`src/rtl/rfcPkg.sv`:
```
package rfcPkg;
  localparam int unsigned SLOT_IDX_W = 4;

  typedef struct packed {
    logic                  allocEn;
    logic                  updEn;
    logic [SLOT_IDX_W-1:0] wrSlot;
    logic                  invEn;
    logic [SLOT_IDX_W-1:0] invSlot;
    logic                  evictEn;
  } rfcStrobeT;
endpackage

```
`src/rtl/rfcData.sv`:
```
module rfcData
  import rfcPkg::*;
#(
  parameter int unsigned NUM_WARPS = 8,
  parameter int unsigned ENTRIES   = 6,
  parameter int unsigned REG_W     = 6,
  parameter int unsigned DATA_W    = 32,
  localparam int unsigned WARP_W   = $clog2(NUM_WARPS),
  localparam int unsigned SLOT_W   = $clog2(ENTRIES)
) (
  input  logic               clk,
  input  logic               rstN,
  input  logic [WARP_W-1:0]  wrWarp,
  input  logic [REG_W-1:0]   wrReg,
  input  logic [DATA_W-1:0]  wrData,
  input  logic               wrLive,
  input  logic               rdValid,
  input  logic [WARP_W-1:0]  rdWarp,
  input  logic [REG_W-1:0]   rdReg,
  input  rfcStrobeT          strobe,
  output logic [ENTRIES-1:0] wrMatch,
  output logic [ENTRIES-1:0] wrSlotValid,
  output logic [ENTRIES-1:0] wrSlotLive,
  output logic [ENTRIES-1:0] rdMatch,
  output logic [DATA_W-1:0]  rdData,
  output logic               wbValid,
  output logic [WARP_W-1:0]  wbWarp,
  output logic [REG_W-1:0]   wbReg,
  output logic [DATA_W-1:0]  wbData
);
  logic [NUM_WARPS-1:0][ENTRIES-1:0]              validQ;
  logic [NUM_WARPS-1:0][ENTRIES-1:0]              liveQ;
  logic [NUM_WARPS-1:0][ENTRIES-1:0][REG_W-1:0]   regQ;
  logic [NUM_WARPS-1:0][ENTRIES-1:0][DATA_W-1:0]  dataQ;

  logic [SLOT_W-1:0] wrSlotIdx;
  assign wrSlotIdx = strobe.wrSlot[SLOT_W-1:0];

  // Per-entry tag comparators for both ports
  for (genvar e = 0; e < ENTRIES; e++) begin : gCompare
    assign wrMatch[e] = validQ[wrWarp][e] && (regQ[wrWarp][e] == wrReg);
    assign rdMatch[e] = rdValid && validQ[rdWarp][e] && (regQ[rdWarp][e] == rdReg);
  end

  assign wrSlotValid = validQ[wrWarp];
  assign wrSlotLive  = liveQ[wrWarp];

  // One-hot read mux; zero when nothing matches
  always_comb begin
    rdData = '0;
    for (int e = 0; e < ENTRIES; e++) begin
      if (rdMatch[e]) rdData = rdData | dataQ[rdWarp][e];
    end
  end

  // Flag state: a write to a slot takes precedence over invalidation
  always_ff @(posedge clk) begin
    if (!rstN) begin
      validQ <= '0;
      liveQ  <= '0;
    end else begin
      for (int w = 0; w < NUM_WARPS; w++) begin
        for (int e = 0; e < ENTRIES; e++) begin
          if ((strobe.allocEn || strobe.updEn) && wrWarp == WARP_W'(w) &&
              strobe.wrSlot == SLOT_IDX_W'(e)) begin
            validQ[w][e] <= 1'b1;
            liveQ[w][e]  <= wrLive;
          end else if (strobe.invEn && rdWarp == WARP_W'(w) &&
                       strobe.invSlot == SLOT_IDX_W'(e)) begin
            validQ[w][e] <= 1'b0;
          end
        end
      end
    end
  end

  // Payload storage, no reset needed
  always_ff @(posedge clk) begin
    if (strobe.allocEn || strobe.updEn) begin
      dataQ[wrWarp][wrSlotIdx] <= wrData;
    end
    if (strobe.allocEn) begin
      regQ[wrWarp][wrSlotIdx] <= wrReg;
    end
  end

  // Writeback register: captures the victim before it is overwritten
  always_ff @(posedge clk) begin
    if (!rstN) begin
      wbValid <= 1'b0;
    end else begin
      wbValid <= strobe.evictEn;
    end
  end

  always_ff @(posedge clk) begin
    if (strobe.evictEn) begin
      wbWarp <= wrWarp;
      wbReg  <= regQ[wrWarp][wrSlotIdx];
      wbData <= dataQ[wrWarp][wrSlotIdx];
    end
  end
endmodule

```
`src/rtl/rfcCtrl.sv`:
```
module rfcCtrl
  import rfcPkg::*;
#(
  parameter int unsigned NUM_WARPS = 8,
  parameter int unsigned ENTRIES   = 6,
  localparam int unsigned WARP_W   = $clog2(NUM_WARPS),
  localparam int unsigned SLOT_W   = $clog2(ENTRIES)
) (
  input  logic               clk,
  input  logic               rstN,
  input  logic               wrValid,
  input  logic [WARP_W-1:0]  wrWarp,
  input  logic [WARP_W-1:0]  rdWarp,
  input  logic               rdLast,
  input  logic [ENTRIES-1:0] wrMatch,
  input  logic [ENTRIES-1:0] wrSlotValid,
  input  logic [ENTRIES-1:0] wrSlotLive,
  input  logic [ENTRIES-1:0] rdMatch,
  output rfcStrobeT          strobe,
  output logic               rdHit
);
  logic [NUM_WARPS-1:0][SLOT_W-1:0] headQ;
  logic [SLOT_W-1:0] victim;
  logic [SLOT_W-1:0] hitSlot;
  logic [SLOT_W-1:0] rdSlot;
  logic              wrHit;
  logic              readKillsVictim;

  function automatic logic [SLOT_W-1:0] encodeSlot(input logic [ENTRIES-1:0] vec);
    logic [SLOT_W-1:0] idx;
    idx = '0;
    for (int i = 0; i < ENTRIES; i++) begin
      if (vec[i]) idx = SLOT_W'(i);
    end
    return idx;
  endfunction

  assign victim  = headQ[wrWarp];
  assign wrHit   = |wrMatch;
  assign hitSlot = encodeSlot(wrMatch);
  assign rdSlot  = encodeSlot(rdMatch);
  assign rdHit   = |rdMatch;

  // A last-read retiring the victim slot this cycle makes it dead
  assign readKillsVictim = rdHit && rdLast && (rdWarp == wrWarp) && (rdSlot == victim);

  always_comb begin
    strobe         = '0;
    strobe.allocEn = wrValid && !wrHit;
    strobe.updEn   = wrValid && wrHit;
    strobe.wrSlot  = SLOT_IDX_W'(wrHit ? hitSlot : victim);
    strobe.invEn   = rdHit && rdLast;
    strobe.invSlot = SLOT_IDX_W'(rdSlot);
    strobe.evictEn = wrValid && !wrHit && wrSlotValid[victim] &&
                     wrSlotLive[victim] && !readKillsVictim;
  end

  // Allocation ring head per warp
  always_ff @(posedge clk) begin
    if (!rstN) begin
      headQ <= '0;
    end else if (wrValid && !wrHit) begin
      headQ[wrWarp] <= (victim == SLOT_W'(ENTRIES - 1)) ? '0 : victim + 1'b1;
    end
  end
endmodule

```
`src/rtl/liveRegCache.sv`:
```
module liveRegCache
  import rfcPkg::*;
#(
  parameter int unsigned NUM_WARPS = 8,
  parameter int unsigned ENTRIES   = 6,
  parameter int unsigned REG_W     = 6,
  parameter int unsigned DATA_W    = 32,
  localparam int unsigned WARP_W   = $clog2(NUM_WARPS)
) (
  input  logic              clk,
  input  logic              rstN,
  input  logic              wrValid,
  input  logic [WARP_W-1:0] wrWarp,
  input  logic [REG_W-1:0]  wrReg,
  input  logic [DATA_W-1:0] wrData,
  input  logic              wrLive,
  input  logic              rdValid,
  input  logic [WARP_W-1:0] rdWarp,
  input  logic [REG_W-1:0]  rdReg,
  input  logic              rdLast,
  output logic              rdHit,
  output logic [DATA_W-1:0] rdData,
  output logic              wbValid,
  output logic [WARP_W-1:0] wbWarp,
  output logic [REG_W-1:0]  wbReg,
  output logic [DATA_W-1:0] wbData
);
  rfcStrobeT          strobe;
  logic [ENTRIES-1:0] wrMatch;
  logic [ENTRIES-1:0] wrSlotValid;
  logic [ENTRIES-1:0] wrSlotLive;
  logic [ENTRIES-1:0] rdMatch;

  rfcCtrl #(.NUM_WARPS(NUM_WARPS), .ENTRIES(ENTRIES)) uCtrl (
    .clk(clk), .rstN(rstN), .wrValid(wrValid), .wrWarp(wrWarp), .rdWarp(rdWarp),
    .rdLast(rdLast), .wrMatch(wrMatch), .wrSlotValid(wrSlotValid),
    .wrSlotLive(wrSlotLive), .rdMatch(rdMatch), .strobe(strobe), .rdHit(rdHit)
  );

  rfcData #(.NUM_WARPS(NUM_WARPS), .ENTRIES(ENTRIES), .REG_W(REG_W), .DATA_W(DATA_W)) uData (
    .clk(clk), .rstN(rstN), .wrWarp(wrWarp), .wrReg(wrReg), .wrData(wrData),
    .wrLive(wrLive), .rdValid(rdValid), .rdWarp(rdWarp), .rdReg(rdReg),
    .strobe(strobe), .wrMatch(wrMatch), .wrSlotValid(wrSlotValid),
    .wrSlotLive(wrSlotLive), .rdMatch(rdMatch), .rdData(rdData),
    .wbValid(wbValid), .wbWarp(wbWarp), .wbReg(wbReg), .wbData(wbData)
  );
endmodule

```
`config.mk`:
```
export PLATFORM = sky130hd
export DESIGN_NAME = liveRegCache
export DESIGN_NICKNAME = d
export VERILOG_FILES = /design/src/rtl/rfcPkg.sv /design/src/rtl/rfcData.sv /design/src/rtl/rfcCtrl.sv /design/src/rtl/liveRegCache.sv
export SDC_FILE = /design/constraint.sdc
export NUM_CORES = 2
export LEC_CHECK = 0
export BUFFER_PORTS_ARGS = -buffer_cell sky130_fd_sc_hd__buf_4
export CAP_MARGIN = 25
export CORE_ASPECT_RATIO = 2
export CORE_MARGIN = 8
export CORE_UTILIZATION = 45
export DETAILED_ROUTE_END_ITERATION = 8
export PLACE_DENSITY = 0.66
export SETUP_SLACK_MARGIN = 0.02
export SLEW_MARGIN = 0
export SYNTH_ARGS = -nofsm -noshare
export SYNTH_HDL_FRONTEND = slang
export SYNTH_HIERARCHICAL = 1
export SYNTH_SLANG_ARGS = --single-unit
```
`constraint.sdc`:
```
create_clock -name clk -period 17 [get_ports clk]
set_clock_uncertainty 0.15 [all_clocks]
set_input_delay 1.7 -clock clk [delete_from_list [all_inputs] [get_ports clk]]
set_output_delay 1.7 -clock clk [all_outputs]
set_load 0.1 [all_outputs]
```
==> results.yml <==
outcome:
  status: "completed"
routing:
  detailed_routed_wire_length_on_met2_um: 159000
  wirelength_um: 301000
  dr_wl_met3_um: 22000
  dr.max_layer_used: "met5"
  drt_pre_antenna_iters: 7
  routedLengthMet1_um: 95600
  vias_per_cell: 6.81
  via_count: 52300
  drt_first_iter_violations: 6336
  post-route-drc-count: 0
  wl_per_cell_um: 39.2
  final_antenna_net_count: 0
place:
  io_buffers: 130
  detailedPlacementHpwl_um: 183000
  globalplace.congestion: 0.929
clocking:
  cts_tree: "built"
  post_cts_resize_count: 0
  worst_setup_hold_path_clk_slew_ns: 0.07
  cts_buffers: 176
  cts_root_buffer: "sky130_fd_sc_hd__clkbuf_16"
  holdBufCountCts: 0
  postCtsSetupBuffers: 0
  clock_sinks: 1986
  clk-insertion-delay-late_ns: 0.86
  cts_htree_levels: 4
  cts_buffer_depth: 4
timing:
  max-slew-margin-rel: 0.241
  worst-slew-pin-transition_ns: 1.14
  unrepaired_setup_endpoints_after_global_routing: "no"
  timing.final.setup_violations: 0
  timing_max_transition_violations_final: 0
  layout_worst_path_cycle_share: 0.556
  timing.fmax_mhz: 106
  final_hold_viol_count: 0
  setup_total_negative_slack_ns: 0
  post-route-min-period_ns: 9.46
floorplan:
  die_w_um: 337
  placementRows: 235
  floorplan.io_pins: 131
  initial_core_utilization: 0.452
  die_height_um: 657
  core-area_sq_um: 205000
  fp.dieArea_sq_um: 221000
power_and_ir_drop:
  cell_pwr_density_nw_per_um2: 100
  ir_worst_vdd_v: 0.0000682
  total_leakage_power_nw: 32.0
  fin_total_pwr_mw: 10.2
critical_path:
  timing.critical_path.cells: "buf_8 > buf_4 > buf_4 > mux4_2 > mux2i_1 > xor2_1 > nand4_1 > nor4_1 > or4_1 > nor3_4 > nor3_1 > a21oi_4 > buf_4 > inv_6 > nand2_1 > buf_8 > nor2_4 > buf_4"
  critical_path.endpoint_type: "register"
  crit_slowest_cell: "sky130_fd_sc_hd__buf_4"
  rrSetupSlack_ns: 10.20
  critical_path.startpoint_type: "input pin"
  cpLargestDelayFamily: "buffers and inverters"
  ff2ff_path_depth: 12
  path_buf_inv: 7
  critPathRequiredTime_ns: 17.32
  cp_num_cells: 18
  cell_type_with_the_highest_occurrence_count_on_the_critical_path: "sky130_fd_sc_hd__buf_4"
  critical_path_fanouts_max: 69
  cp_slowest_stage_delay_ns: 0.88
  critPathArrivalTime_ns: 9.77
  worstSetupEndpoint: "uData/dataQ[664]"
  regToRegStartpoint: "uData/regQ[239]"
  worstSetupStartpoint: "wrWarp[1]"
  r2r-end: "uData/dataQ[1255]"
  worstSetupPathType: "input pin to register"
global_routing:
  antenna_found_initial: 15
  grt_pass1_vias: 54000
  grt_start_max_net_pins: 143
  grt_util_all_layers: 0.269
  globalRouteOverflowTotal: 0
  grt_pass1_wl_um: 419000
hold_path:
  hold_class: "register to register"
  critical_hold_path_startpoint: "uData/liveQ[3]"
synth:
  syn-instance-count: 4757
  number_of_flops_mapped_to_enable_cells_by_yosys: 1865
  synth.cell_area_sq_um: 92500
  synth-warning-count: 6
  synth_sequential_area_ratio: 0.632
  ys_ff_latch: 1986
  synth.avg_cell_area_sq_um: 19.4
  synth_cell_types: 71
  synth_async_sr_flop_share: 0
  synthFlopType: "sky130_fd_sc_hd__edfxtp_1"
layout:
  fin_nets: 4878
  fillCellCount: 16500
  syn_to_final_growth_pct: 10.4
  drive_gt1_frac: 0.332
run:
  cap_violations: 0
[layer usage]
metal,GRT usage,vias to the layer above
met5,0,-
met4,0.174,10
met3,0.0404,920
met2,0.479,3009
met1,0.298,28000
li1,-,20300
[logic make-up (layout without fill, tap and decap cells)]
| family | after synthesis | after routing | share of synthesized area |
|---|---|---|---|
| xor gates and xnor gates | 76 | 76 | 0.00720 |
| muxes | 1378 | 1378 | 0.286 |
| DFF | 1986 | 1986 | 0.632 |
| other | 1 | 11 | 0.0000406 |
| and+or+nand+nor | 518 | 518 | 0.0262 |
| buffers and inverters | 399 | 587 | 0.0198 |
| AOI/OAI and AO/OA | 399 | 399 | 0.0288 |
[synthesized netlist by cell type, types with 7 or more instances]
master	count	share of area
sky130_fd_sc_hd__o21ai_0	87	0.0047
sky130_fd_sc_hd__edfxtp_1	1865	0.61
sky130_fd_sc_hd__dfxtp_1	121	0.026
sky130_fd_sc_hd__nor3_1	9	0.00049
sky130_fd_sc_hd__o22ai_1	128	0.0087
sky130_fd_sc_hd__mux4_2	994	0.24
sky130_fd_sc_hd__buf_2	84	0.0045
sky130_fd_sc_hd__buf_4	18	0.0015
sky130_fd_sc_hd__or3_1	32	0.0022
sky130_fd_sc_hd__a22oi_1	8	0.00065
sky130_fd_sc_hd__clkbuf_1	170	0.0069
sky130_fd_sc_hd__buf_1	91	0.0037
sky130_fd_sc_hd__a211oi_1	30	0.0024
sky130_fd_sc_hd__mux2_2	58	0.0071
sky130_fd_sc_hd__nor2b_1	11	0.00074
sky130_fd_sc_hd__a21oi_1	8	0.00043
sky130_fd_sc_hd__a221oi_1	7	0.00066
sky130_fd_sc_hd__mux2i_1	316	0.034
sky130_fd_sc_hd__buf_6	16	0.0019
sky130_fd_sc_hd__nand4_1	10	0.00068
sky130_fd_sc_hd__inv_1	17	0.00069
sky130_fd_sc_hd__mux4_1	10	0.0028
sky130_fd_sc_hd__nand3_1	68	0.0037
sky130_fd_sc_hd__xor2_1	35	0.0033
sky130_fd_sc_hd__nor2_1	171	0.0069
sky130_fd_sc_hd__nand2_1	158	0.0064
sky130_fd_sc_hd__nand2b_1	10	0.00068
sky130_fd_sc_hd__o221ai_1	9	0.00085
sky130_fd_sc_hd__xnor2_1	41	0.0039
sky130_fd_sc_hd__or2_2	12	0.00081
sky130_fd_sc_hd__nor4_1	7	0.00047
sky130_fd_sc_hd__a21boi_0	97	0.0079
[worst min path at each step]
| stage | to | slack, ns | cells after the start |
|---|---|---|---|
| global placement | uData/liveQ[17] | 0.30 | 2 |
| global route | uData/liveQ[43] | 0.34 | 2 |
| floorplan | uData/liveQ[12] | 0.29 | 2 |
| CTS | uData/liveQ[37] | 0.32 | 2 |
| finish | uData/liveQ[3] | 0.31 | 2 |
| detailed placement | uData/liveQ[37] | 0.31 | 2 |
[cells in the final DEF, fill, tap and decap left out, types with 9 or more instances in the layout]
cell | netlist | layout
sky130_fd_sc_hd__edfxtp_1 | 1865 | 1865
sky130_fd_sc_hd__mux4_2 | 994 | 994
sky130_fd_sc_hd__mux2i_1 | 316 | 316
sky130_fd_sc_hd__buf_4 | 18 | 246
sky130_fd_sc_hd__clkbuf_16 | 0 | 177
sky130_fd_sc_hd__nand2_1 | 158 | 158
sky130_fd_sc_hd__o22ai_1 | 128 | 128
sky130_fd_sc_hd__nor2_1 | 171 | 123
sky130_fd_sc_hd__dfxtp_1 | 121 | 121
sky130_fd_sc_hd__a21boi_0 | 97 | 97
sky130_fd_sc_hd__o21ai_0 | 87 | 86
sky130_fd_sc_hd__nand3_1 | 68 | 68
sky130_fd_sc_hd__mux2_2 | 58 | 58
sky130_fd_sc_hd__nor2_4 | 0 | 48
sky130_fd_sc_hd__xnor2_1 | 41 | 41
sky130_fd_sc_hd__clkbuf_1 | 170 | 36
sky130_fd_sc_hd__xor2_1 | 35 | 35
sky130_fd_sc_hd__or3_1 | 32 | 32
sky130_fd_sc_hd__a211oi_1 | 30 | 30
sky130_fd_sc_hd__clkinv_2 | 0 | 29
sky130_fd_sc_hd__clkinv_1 | 0 | 29
sky130_fd_sc_hd__inv_1 | 17 | 16
sky130_fd_sc_hd__or2_2 | 12 | 13
sky130_fd_sc_hd__bufinv_16 | 0 | 11
sky130_fd_sc_hd__nand2b_1 | 10 | 10
sky130_fd_sc_hd__nand4_1 | 10 | 10
sky130_fd_sc_hd__mux4_1 | 10 | 10
sky130_fd_sc_hd__diode_2 | 0 | 9
sky130_fd_sc_hd__inv_6 | 0 | 9
sky130_fd_sc_hd__o221ai_1 | 9 | 9
sky130_fd_sc_hd__nor2b_1 | 11 | 9
[per-stage QoR]
stage	cell area [sq um]	util	setup WS, ns	cells	hold WS (ns)
after floorplan	92500	-	9.41	4758	0.290
after global placement	96600	0.472	6.53	7356	0.299
after detailed placement	96700	0.473	6.71	7367	0.310
after CTS	102000	0.499	7.59	7669	0.319
after global routing	102000	0.499	7.47	7676	0.337
final	102000	0.499	7.54	7680	0.313
[registers in the layout (all words and copies together), names as in the netlist]
register and flops:
uData/dataQ 1536, uData/regQ 288, uData/liveQ 48, uData/validQ 48
uData/wbData 32, uCtrl/headQ 24, uData/wbReg 6, uData/wbWarp 3
uData/wbValid 1
[area by class of cell]
cell class	count	area [sq um]	area share
sequential	1986	58400	0.572
multi-input combinational	2373	32600	0.320
inverter	17	68.8	0.000674
clock inverter	87	733	0.00718
antenna	9	22.5	0.000221
tap	2725	3410	0.0334
clock buffer	215	4590	0.0450
timing repair buffer	268	2190	0.0215
[where the power goes]
group          total [mW]  internal, mW  switching, mW
logic               0.940         0.349          0.590
clock network        3.88          2.09           1.80
registers            5.41          5.38         0.0240
total                10.2          7.82           2.41
[worst min-delay path: stages, from the launching register on]
cell	delay [ns]
sky130_fd_sc_hd__dfxtp_1	0.31
sky130_fd_sc_hd__nand2_1	0.04
sky130_fd_sc_hd__a21boi_0	0.06
No activity file was read; power rests on OpenSTA's default activity.
